[config.mk]
export PLATFORM = sky130hd
export DESIGN_NAME = crt_timing_encoder
export DESIGN_NICKNAME = d
export VERILOG_FILES = /design/src/rtl/ctenc_pkg.sv /design/src/rtl/ctenc_divider.sv /design/src/rtl/ctenc_range_check.sv /design/src/rtl/crt_timing_encoder.sv
export SDC_FILE = /design/constraint.sdc
export NUM_CORES = 1
export LEC_CHECK = 0
export ABC_CLOCK_PERIOD_IN_PS = 10150
export BUFFER_PORTS_ARGS = -buffer_cell sky130_fd_sc_hd__buf_2
export CAP_MARGIN = 20
export CORE_UTILIZATION = 34
export DETAILED_ROUTE_END_ITERATION = 10
export PLACE_DENSITY_LB_ADDON = 0.2
export REMOVE_ABC_BUFFERS = 1
export SYNTH_ARGS = -nofsm -noshare
export SYNTH_HDL_FRONTEND = slang
export SYNTH_SLANG_ARGS = --single-unit
[constraint.sdc]
create_clock -name clk_i -period 10.15 [get_ports clk_i]
set_input_delay 1.5225 -clock clk_i [delete_from_list [all_inputs] [get_ports clk_i]]
set_output_delay 1.5225 -clock clk_i [all_outputs]
set_load 0.03 [all_outputs]
[src/rtl/ctenc_pkg.sv]
package ctenc_pkg;
  localparam int unsigned NUM_FIELDS = 12;
  localparam int unsigned NUM_DIVS   = 8;

  typedef enum logic [1:0] {
    ST_IDLE,
    ST_LOAD,
    ST_WAIT,
    ST_EVAL
  } ctenc_state_e;
endpackage

[src/rtl/ctenc_divider.sv]
module ctenc_divider #(
  parameter int unsigned NUM_W = 16,
  parameter int unsigned DEN_W = 4
) (
  input  logic             clk_i,
  input  logic             rst_ni,
  input  logic             start_i,
  input  logic [NUM_W-1:0] num_i,
  input  logic [DEN_W-1:0] den_i,
  output logic             done_o,
  output logic [NUM_W-1:0] quot_o
);
  localparam int unsigned CNT_W = $clog2(NUM_W + 1);

  logic [DEN_W:0]   rem_q, rem_sh, rem_nx;
  logic [NUM_W-1:0] quot_q;
  logic [DEN_W-1:0] den_q;
  logic [CNT_W-1:0] cnt_q;
  logic             run_q, done_q, take;

  // restoring step: bring in next numerator bit, subtract if it fits
  always_comb begin
    rem_sh = {rem_q[DEN_W-1:0], quot_q[NUM_W-1]};
    take   = rem_sh >= {1'b0, den_q};
    rem_nx = take ? rem_sh - {1'b0, den_q} : rem_sh;
  end

  always_ff @(posedge clk_i or negedge rst_ni) begin
    if (!rst_ni) begin
      rem_q  <= '0;
      quot_q <= '0;
      den_q  <= '0;
      cnt_q  <= '0;
      run_q  <= 1'b0;
      done_q <= 1'b0;
    end else begin
      done_q <= 1'b0;
      if (start_i) begin
        quot_q <= num_i;
        rem_q  <= '0;
        den_q  <= den_i;
        cnt_q  <= CNT_W'(NUM_W);
        run_q  <= 1'b1;
      end else if (run_q) begin
        quot_q <= {quot_q[NUM_W-2:0], take};
        rem_q  <= rem_nx;
        cnt_q  <= cnt_q - 1'b1;
        if (cnt_q == CNT_W'(1)) begin
          run_q  <= 1'b0;
          done_q <= 1'b1;
        end
      end
    end
  end

  assign done_o = done_q;
  assign quot_o = quot_q;
endmodule

[src/rtl/ctenc_range_check.sv]
module ctenc_range_check #(
  parameter int unsigned NF    = 12,
  parameter int unsigned ENC_W = 18,
  parameter int unsigned FLD_W [NF] = '{8, 8, 8, 8, 8, 8, 10, 10, 10, 10, 10, 10}
) (
  input  logic [NF-1:0][ENC_W-1:0] enc_i,
  output logic                     fail_o
);
  logic [NF-1:0] fail;

  for (genvar g = 0; g < NF; g++) begin : g_fld
    localparam logic [ENC_W-1:0] LIMIT = ENC_W'(1) << FLD_W[g];
    // top bit set means the encoding went below zero
    assign fail[g] = enc_i[g][ENC_W-1] || (enc_i[g] >= LIMIT);
  end

  assign fail_o = |fail;
endmodule

[src/rtl/crt_timing_encoder.sv]
module crt_timing_encoder
  import ctenc_pkg::*;
#(
  parameter int unsigned IN_W  = 12,
  parameter int unsigned MUL_W = 4,
  parameter int unsigned BRD_W = 3,
  parameter int unsigned OUT_W = 10,
  parameter int unsigned FLD_W [12] = '{8, 8, 8, 8, 8, 8, 10, 10, 10, 10, 10, 10}
) (
  input  logic             clk_i,
  input  logic             rst_ni,
  input  logic             start_i,
  input  logic [IN_W-1:0]  xres_i,
  input  logic [IN_W-1:0]  hleft_i,
  input  logic [IN_W-1:0]  hright_i,
  input  logic [IN_W-1:0]  hsync_len_i,
  input  logic [IN_W-1:0]  yres_i,
  input  logic [IN_W-1:0]  vupper_i,
  input  logic [IN_W-1:0]  vlower_i,
  input  logic [IN_W-1:0]  vsync_len_i,
  input  logic [MUL_W-1:0] hmul_i,
  input  logic [MUL_W-1:0] hdiv_i,
  input  logic [MUL_W-1:0] vmul_i,
  input  logic [MUL_W-1:0] vdiv_i,
  input  logic [BRD_W-1:0] hborder_i,
  input  logic             hsync_pos_i,
  input  logic             vsync_pos_i,
  output logic             busy_o,
  output logic             done_o,
  output logic             invalid_o,
  output logic [OUT_W-1:0] h_total_o,
  output logic [OUT_W-1:0] h_disp_o,
  output logic [OUT_W-1:0] h_bstart_o,
  output logic [OUT_W-1:0] h_bend_o,
  output logic [OUT_W-1:0] h_sstart_o,
  output logic [OUT_W-1:0] h_send_o,
  output logic [OUT_W-1:0] v_total_o,
  output logic [OUT_W-1:0] v_disp_o,
  output logic [OUT_W-1:0] v_bstart_o,
  output logic [OUT_W-1:0] v_bend_o,
  output logic [OUT_W-1:0] v_sstart_o,
  output logic [OUT_W-1:0] v_send_o,
  output logic [7:0]       pol_o
);
  localparam int unsigned SUM_W = IN_W + 3;
  localparam int unsigned NUM_W = SUM_W + MUL_W;
  localparam int unsigned ENC_W = NUM_W + 2;
  localparam int unsigned IDX_W = $clog2(NUM_DIVS);

  ctenc_state_e state_q;
  logic [IDX_W-1:0] idx_q;

  // captured and rounded inputs
  logic [SUM_W-1:0] xr_q, hl_q, hr_q, hs_q, yr_q, vu_q, vl_q, vs_q;
  logic [MUL_W-1:0] hmul_q, hdiv_q, vmul_q, vdiv_q;
  logic [BRD_W-1:0] brd_q;
  logic             hpos_q, vpos_q;

  logic [NUM_W-1:0] quot_q [NUM_DIVS];

  logic [NUM_FIELDS-1:0][OUT_W-1:0] fld_q;
  logic [7:0] pol_q;
  logic       done_q, inval_q;

  function automatic logic [SUM_W-1:0] round8(input logic [IN_W-1:0] v);
    return ({3'b000, v} + SUM_W'(7)) & ~SUM_W'(7);
  endfunction

  // operand select for the shared divider
  logic [SUM_W-1:0] op_sum;
  logic [MUL_W-1:0] op_mul, op_den;
  logic [NUM_W-1:0] op_num;

  always_comb begin
    unique case (idx_q)
      3'd0:    op_sum = xr_q + hl_q + hr_q + hs_q;
      3'd1:    op_sum = xr_q;
      3'd2:    op_sum = xr_q + hr_q;
      3'd3:    op_sum = xr_q + hr_q + hs_q;
      3'd4:    op_sum = yr_q + vu_q + vl_q + vs_q;
      3'd5:    op_sum = yr_q;
      3'd6:    op_sum = yr_q + vl_q;
      default: op_sum = yr_q + vl_q + vs_q;
    endcase
    op_mul = idx_q[IDX_W-1] ? vmul_q : hmul_q;
    op_den = idx_q[IDX_W-1] ? vdiv_q : hdiv_q;
    op_num = NUM_W'(op_sum) * NUM_W'(op_mul);
  end

  logic             div_start, div_done;
  logic [NUM_W-1:0] div_quot;

  assign div_start = (state_q == ST_LOAD);

  ctenc_divider #(
    .NUM_W(NUM_W),
    .DEN_W(MUL_W)
  ) u_div (
    .clk_i  (clk_i),
    .rst_ni (rst_ni),
    .start_i(div_start),
    .num_i  (op_num),
    .den_i  (op_den),
    .done_o (div_done),
    .quot_o (div_quot)
  );

  // field encoding in two's complement; range check catches negatives
  logic [ENC_W-1:0] ht8, hd8, hss8, hse8, brd_e;
  logic [NUM_FIELDS-1:0][ENC_W-1:0] enc;

  always_comb begin
    ht8   = ENC_W'(quot_q[0] >> 3);
    hd8   = ENC_W'(quot_q[1] >> 3);
    hss8  = ENC_W'(quot_q[2] >> 3);
    hse8  = ENC_W'(quot_q[3] >> 3);
    brd_e = ENC_W'(brd_q);
    enc[0]  = ht8 - ENC_W'(5);
    enc[1]  = hd8 - ENC_W'(1);
    enc[2]  = hd8 - ENC_W'(1) + brd_e;
    enc[3]  = ht8 - ENC_W'(1) - brd_e;
    enc[4]  = hss8;
    enc[5]  = hse8;
    enc[6]  = ENC_W'(quot_q[4]) - ENC_W'(2);
    enc[7]  = ENC_W'(quot_q[5]) - ENC_W'(1);
    enc[8]  = ENC_W'(quot_q[5]);
    enc[9]  = ENC_W'(quot_q[4]) - ENC_W'(2);
    enc[10] = ENC_W'(quot_q[6]);
    enc[11] = ENC_W'(quot_q[7]);
  end

  logic range_fail, len_fail, div_zero, bad;

  ctenc_range_check #(
    .NF   (NUM_FIELDS),
    .ENC_W(ENC_W),
    .FLD_W(FLD_W)
  ) u_rng (
    .enc_i (enc),
    .fail_o(range_fail)
  );

  assign len_fail = ((hl_q + hr_q + hs_q) == '0) || (hs_q == '0) ||
                    ((vu_q + vl_q + vs_q) == '0) || (vs_q == '0);
  assign div_zero = (hdiv_q == '0) || (vdiv_q == '0);
  assign bad      = range_fail || len_fail || div_zero;

  always_ff @(posedge clk_i or negedge rst_ni) begin
    if (!rst_ni) begin
      state_q <= ST_IDLE;
      idx_q   <= '0;
      xr_q    <= '0;
      hl_q    <= '0;
      hr_q    <= '0;
      hs_q    <= '0;
      yr_q    <= '0;
      vu_q    <= '0;
      vl_q    <= '0;
      vs_q    <= '0;
      hmul_q  <= '0;
      hdiv_q  <= '0;
      vmul_q  <= '0;
      vdiv_q  <= '0;
      brd_q   <= '0;
      hpos_q  <= 1'b0;
      vpos_q  <= 1'b0;
      for (int i = 0; i < NUM_DIVS; i++) quot_q[i] <= '0;
      fld_q   <= '0;
      pol_q   <= '0;
      done_q  <= 1'b0;
      inval_q <= 1'b0;
    end else begin
      done_q <= 1'b0;
      unique case (state_q)
        ST_IDLE: if (start_i) begin
          xr_q    <= round8(xres_i);
          hl_q    <= round8(hleft_i);
          hr_q    <= round8(hright_i);
          hs_q    <= round8(hsync_len_i);
          yr_q    <= SUM_W'(yres_i);
          vu_q    <= SUM_W'(vupper_i);
          vl_q    <= SUM_W'(vlower_i);
          vs_q    <= SUM_W'(vsync_len_i);
          hmul_q  <= hmul_i;
          hdiv_q  <= hdiv_i;
          vmul_q  <= vmul_i;
          vdiv_q  <= vdiv_i;
          brd_q   <= hborder_i;
          hpos_q  <= hsync_pos_i;
          vpos_q  <= vsync_pos_i;
          idx_q   <= '0;
          state_q <= ST_LOAD;
        end
        ST_LOAD: state_q <= ST_WAIT;
        ST_WAIT: if (div_done) begin
          quot_q[idx_q] <= div_quot;
          if (idx_q == IDX_W'(NUM_DIVS - 1)) begin
            state_q <= ST_EVAL;
          end else begin
            idx_q   <= idx_q + 1'b1;
            state_q <= ST_LOAD;
          end
        end
        default: begin
          if (!bad) begin
            for (int i = 0; i < NUM_FIELDS; i++) fld_q[i] <= enc[i][OUT_W-1:0];
            pol_q <= {~hpos_q, ~vpos_q, 6'b0};
          end
          inval_q <= bad;
          done_q  <= 1'b1;
          state_q <= ST_IDLE;
        end
      endcase
    end
  end

  assign busy_o     = (state_q != ST_IDLE);
  assign done_o     = done_q;
  assign invalid_o  = inval_q;
  assign h_total_o  = fld_q[0];
  assign h_disp_o   = fld_q[1];
  assign h_bstart_o = fld_q[2];
  assign h_bend_o   = fld_q[3];
  assign h_sstart_o = fld_q[4];
  assign h_send_o   = fld_q[5];
  assign v_total_o  = fld_q[6];
  assign v_disp_o   = fld_q[7];
  assign v_bstart_o = fld_q[8];
  assign v_bend_o   = fld_q[9];
  assign v_sstart_o = fld_q[10];
  assign v_send_o   = fld_q[11];
  assign pol_o      = pol_q;
endmodule

Word level (Yosys, flattened, before mapping) --
Cells that the tools add are included.
Storage, ports and cells: register bits 422
Operators by class: $lt $le $gt $ge 14, multipliers 1, reductions and logical operators 31, multiplexer cells 28, equal/unequal tests 13, add/sub/neg operators 28, bitwise logic cells 5
Operator list (number):
- 152-bit bitwise mux | 1
- 15-bit adder | 7
- 15-bit one-hot mux with 7 select lines | 1
- 21-bit by 9-bit greater-or-equal comparator with 1-bit output, second input constant | 4
- 15-bit logical NOT | 4
- 19-bit demux with 3-bit select | 1
- 19-bit by 11-bit greater-or-equal comparator with 1-bit output, second input constant | 3
- 19-bit 2-to-1 mux | 3
- 12-bit by 3-bit adder with 13-bit output, second input constant | 4
- 13-bit by 12-bit adder with 14-bit output | 3
- 21-bit by 11-bit greater-or-equal comparator with 1-bit output, second input constant | 2
- 12-bit by 12-bit adder with 13-bit output | 3
- 16-bit by 1-bit subtractor with 17-bit output, second input constant | 2
- 16-bit by 9-bit greater-or-equal comparator with 1-bit output, second input constant | 2
- 4-bit 2-to-1 mux | 5
- 19-bit by 1-bit subtractor with 20-bit output, second input constant | 1
- 19-bit by 2-bit subtractor with 20-bit output, second input constant | 1
- 15-bit by 4-bit multiplier with 19-bit output | 1
- 17-bit by 4-bit adder with 18-bit output | 1
- 17-bit by 4-bit subtractor with 18-bit output | 1
- 16-bit by 3-bit subtractor with 17-bit output, second input constant | 1
- 14-bit by 12-bit adder with 15-bit output | 1
- 3-bit == test, second input constant | 4
- 1-bit logical OR | 12
- other kinds (30) | 52

Logic depth before layout (Yosys ltp) --
depth in word-level cells 10, mapped depth 30

Cells and area by module --
From an unflattened synthesis, not the netlist that was laid out.
Unflattened totals: cells, all modules 2651, area total of the unflattened synthesis 26993.4 um^2
By module, submodules not included:
- crt_timing_encoder | cells each 2429, instances 1, area an instance 24902.6 um^2
- ctenc_divider | cells each 166, instances 1, area an instance 1715.4 um^2
- ctenc_range_check | cells each 56, instances 1, area an instance 375.4 um^2

Least setup slack after synthesis --
No wires, ideal clock.
path type reg-to-reg, from register yr_q[0], to register u_div.quot_q[16], in the netlist u_div.quot_o[16], path slack 4.195 ns, period minus slack after synthesis 5.955 ns, arrival time 5.817 ns, library setup time 0.137 ns, cell stages (with the launch flop) 31, required time 10.013 ns, cells stage by stage dfrtp_1 -> ha_1 -> inv_1 -> fa_1 -> nor2b_1 -> o21a_1 -> o21ai_0 -> a21boi_0 -> or3_1 -> and2_1 -> ha_1 -> or3_1 -> nor2_1 -> o21ai_0 -> a31o_2 -> a21oi_1 -> xor2_1 -> nand2_1 -> nor3b_1 -> fa_1 -> inv_1 -> fa_1 -> inv_1 -> ha_1 -> and3_1 -> a21oi_1 -> nand3_1 -> a31o_2 -> a21oi_1 -> xnor2_1 -> a21oi_1
Between the ends: longest elaborated chain between the ends 6, elaborated cells between the ends (all ways) 8
Ends and longest elaborated chain:
- start, declared | RTL line crt_timing_encoder.sv:54 | logic [SUM_W-1:0] xr_q, hl_q, hr_q, hs_q, yr_q, vu_q, vl_q, vs_q;
- start signal, assigned | RTL line crt_timing_encoder.sv:180 | yr_q <= SUM_W'(yres_i);
- 12-bit by 12-bit adder with 13-bit output | RTL line crt_timing_encoder.sv:80 | 3'd4: op_sum = yr_q + vu_q + vl_q + vs_q;
- 13-bit by 12-bit adder with 14-bit output | RTL line crt_timing_encoder.sv:80
- 14-bit by 12-bit adder with 15-bit output | RTL line crt_timing_encoder.sv:80
- 15-bit one-hot mux with 7 select lines (*) | RTL line crt_timing_encoder.sv:75 | unique case (idx_q)
- 15-bit by 4-bit multiplier with 19-bit output (*) | RTL line crt_timing_encoder.sv:87 | op_num = NUM_W'(op_sum) * NUM_W'(op_mul);
- 19-bit 2-to-1 mux (*) | RTL line ctenc_divider.sv:38 | if (start_i) begin
- end signal, assigned | RTL line ctenc_divider.sv:39 | quot_q <= num_i;
- end signal, assigned | RTL line ctenc_divider.sv:45 | quot_q <= {quot_q[NUM_W-2:0], take};
- end, declared | RTL line ctenc_divider.sv:16 | logic [NUM_W-1:0] quot_q;
Every way passes the cells marked *; elsewhere a longest branch is shown, timed or not. A chain may end at the register's enable or synchronous reset.

Worst setup path after layout --
from register hr_q[3], to register u_div.quot_q[18], in the netlist u_div.quot_o[18]
Between the ends: longest elaborated chain between the ends 5, elaborated cells between the ends (all ways) 7
Ends and longest elaborated chain:
- start, declared | RTL line crt_timing_encoder.sv:54
- start signal, assigned | RTL line crt_timing_encoder.sv:178 | hr_q <= round8(hright_i);
- 15-bit adder (on tied branches) | RTL line crt_timing_encoder.sv:78, crt_timing_encoder.sv:79, crt_timing_encoder.sv:76
- 15-bit adder (on tied branches) | RTL line crt_timing_encoder.sv:79, crt_timing_encoder.sv:76
- 15-bit one-hot mux with 7 select lines (*) | RTL line crt_timing_encoder.sv:75
- 15-bit by 4-bit multiplier with 19-bit output (*) | RTL line crt_timing_encoder.sv:87
- 19-bit 2-to-1 mux (*) | RTL line ctenc_divider.sv:38
Marks and branches as above.

==> flow_summary.ini <==
[grt]
grt_first_pass_wirelength_um = 115000
grt_use_total_pct = 19.2
overflow = 0
grt_pass1_vias = 19600
antenna_found_initial = 3
grt_max_degree = 141

[sta]
period_minus_slack_ns = 7.06
slew_viol_final = 0
finalHoldViolCount = 0
slew_headroom_pct = 22.8
fmax_mhz = 142
rsz0062_at_grt = false
setup_violations = 0
finClkSkew_ns = 0.0193
min_period_over_period_pct = 69.6
tns_ns = 0
tightest_slew_ns = 1.15

[synth]
synth_ff_type = dfrtp_1
yosysWarnings = 0
ys_seq_area_share_pct = 39.3
synth.avg_cell_area_sq_um = 10.2
syn_area_sq_mm = 0.0256
synth_cell_types = 81
yosys.area.top_type_share_pct = 39.3
yosysTopAreaCell = dfrtp_1
synth_cells = 2505
synth.area.top_cells = dfrtp_1 39%, mux2_2 8.1%, fa_1 7.9%, ha_1 6.6%, nand2_1 4.4%
ys_ff_latch = 402
synthArstFlopShare_pct = 100
synth-edff-count = 0

[clocking]
post_cts_buffers = 0
cts_tree = built
cts-root-buf = clkbuf_16
numCtsBuffers = 48
path_clk_slew_ns = 0.06
cts.sinks = 402
ctsHoldBuffers = 0
clk_latency_ns = 0.60
clockBufferDepth = 3
h-tree-depth = 2
cts_resized = 0

[floorplanning]
initial_utilization_pct = 34.4
dieWidth_um = 276
die_area_sq_mm = 0.0764
num_io_pins = 251
fp.dieH_um = 276
placementRows = 100
design.core.area_sq_mm = 0.0744

[critical_path]
worstSetupPathType = reg2reg
crit_path_end_kind = register
crit_slowest_cell = nor4_1
critPathLaunchType = register
critPathBufInv = 2
critPathMaxStageDelay_ns = 0.97
crit_required_ns = 10.60
cpLargestDelayFamily = adder cells
cp_max_fo = 6
worstPathArrival_ns = 7.51

[cells_and_area]
drive_gt1_share_pct = 21.6
num_antenna_cells = 0
n_fill_cell = 7334
final_area_sq_mm = 0.0292
syn_to_final_growth_pct = 14.3
nets = 3064

[place]
placed_area_sq_mm = 0.0277
hpwl_um = 54900
gp_congestion = 0.942
numPortBuffers = 244

[run]
cap_violations = 0

[detailed_routing]
viasPerCell = 5.08
drc = 0
drt_iter0_markers = 1086
antenna_left = 0
wl_per_cell_um = 19.6
num_vias = 18900
drt-total-wl_um = 72800
dr.pass1.iters = 5

[outcome]
status = complete, no violations

[min_path]
hold_path_class = reg2reg
-- through the flow --
step	setup WS [ns]	util (%)	hold slack [ns]	instances
after floorplan	3.51	-	0.423	2393
after global placement	3.38	37.2	0.439	3622
after detailed placement	3.22	37.2	0.435	3624
after CTS	3.20	39.2	0.442	3707
after global routing	2.68	39.3	0.465	3710
final	3.09	39.3	0.439	3710
-- area by class of cell --
type / instances / area (sq um) / share of cell area, %
Sequential cell: 402 / 10100 / 34.4
Multi-Input combinational cell: 1779 / 14200 / 48.7
Timing Repair Buffer: 265 / 1420 / 4.86
Clock buffer: 70 / 1390 / 4.74
Clock inverter: 13 / 133 / 0.453
Inverter: 212 / 796 / 2.72
Tap cell: 969 / 1210 / 4.15
-- cell usage after synthesis (47+ instances only) --
master,n
xnor2_1,87
mux2_4,47
ha_1,135
a21oi_1,70
dfrtp_1,402
nand2_1,300
mux2_2,183
inv_1,210
nor3_1,48
nor2_1,108
xor2_1,58
clkbuf_1,69
fa_1,101
o21ai_0,177
-- cell families after synthesis --
kind of cell	count (synthesis)	synth area share, %
AOI/OAI and AO/OA	430	10.6
muxes	276	12.6
adders and majority gates	236	14.5
DFF	402	39.3
and+or+nand+nor	686	12.7
buffers and inverters	329	5.28
other	1	0.0147
xor gates and xnor gates	145	4.96
-- state kept, by name, indices dropped and copies added, names as in the netlist, 10 cells and up --
signal	flops
enc	89
h_bend_o	10
h_bstart_o	10
h_disp_o	10
h_send_o	10
h_sstart_o	10
h_total_o	10
hd8	16
hl_q	10
hr_q	10
hs_q	10
ht8	16
quot_q	19
u_div.quot_o	19
v_bend_o	10
v_bstart_o	10
v_disp_o	10
v_send_o	10
v_sstart_o	10
vl_q	12
vs_q	12
vu_q	12
xr_q	10
yr_q	12
-- cell usage in the layout, fill, tap and decap left out, types with 15 or more instances in the layout --
cell	Yosys	final
clkbuf_16	0	49
fa_1	101	101
nor2_1	108	108
nand3_1	45	45
buf_2	8	243
buf_4	16	18
nor2b_1	22	21
nor3_1	48	45
nand2b_1	15	15
dfrtp_1	402	402
ha_1	135	135
o21ai_0	177	177
xor2_1	58	58
mux2_2	183	183
and2_1	21	20
mux2i_1	46	46
a21oi_1	70	70
inv_1	210	210
xnor2_1	87	87
a211oi_1	16	16
mux2_4	47	47
a21o_1	29	29
nand2_1	300	299
nor4_1	37	36
-- layer usage --
metal	GRT usage (%)	share of wire (%)
met1	25.4	45
met2	31.7	47
met3	3.30	4.6
met4	6.07	3.1
met5	0	0
-- worst paths after layout --
check / end / depth (start not counted) / slack [ns] / start
worst max-delay path: u_div.quot_o[18] / 25 / 3.09 / hr_q[3]
worst min register to register: pol_o[6] / 1 / 0.44 / vpos_q
min in group asynchronous: h_bstart_o[9] / 1 / 0.94 / rst_ni
max in group asynchronous: hl_q[11] / 2 / 7.74 / rst_ni
worst max register to register: u_div.quot_o[18] / 25 / 3.09 / hr_q[3]
worst min-delay path: pol_o[6] / 1 / 0.44 / vpos_q
Power is not shown: default switching activity piles up to over one toggle a cycle in this logic, so the estimate is an artifact.
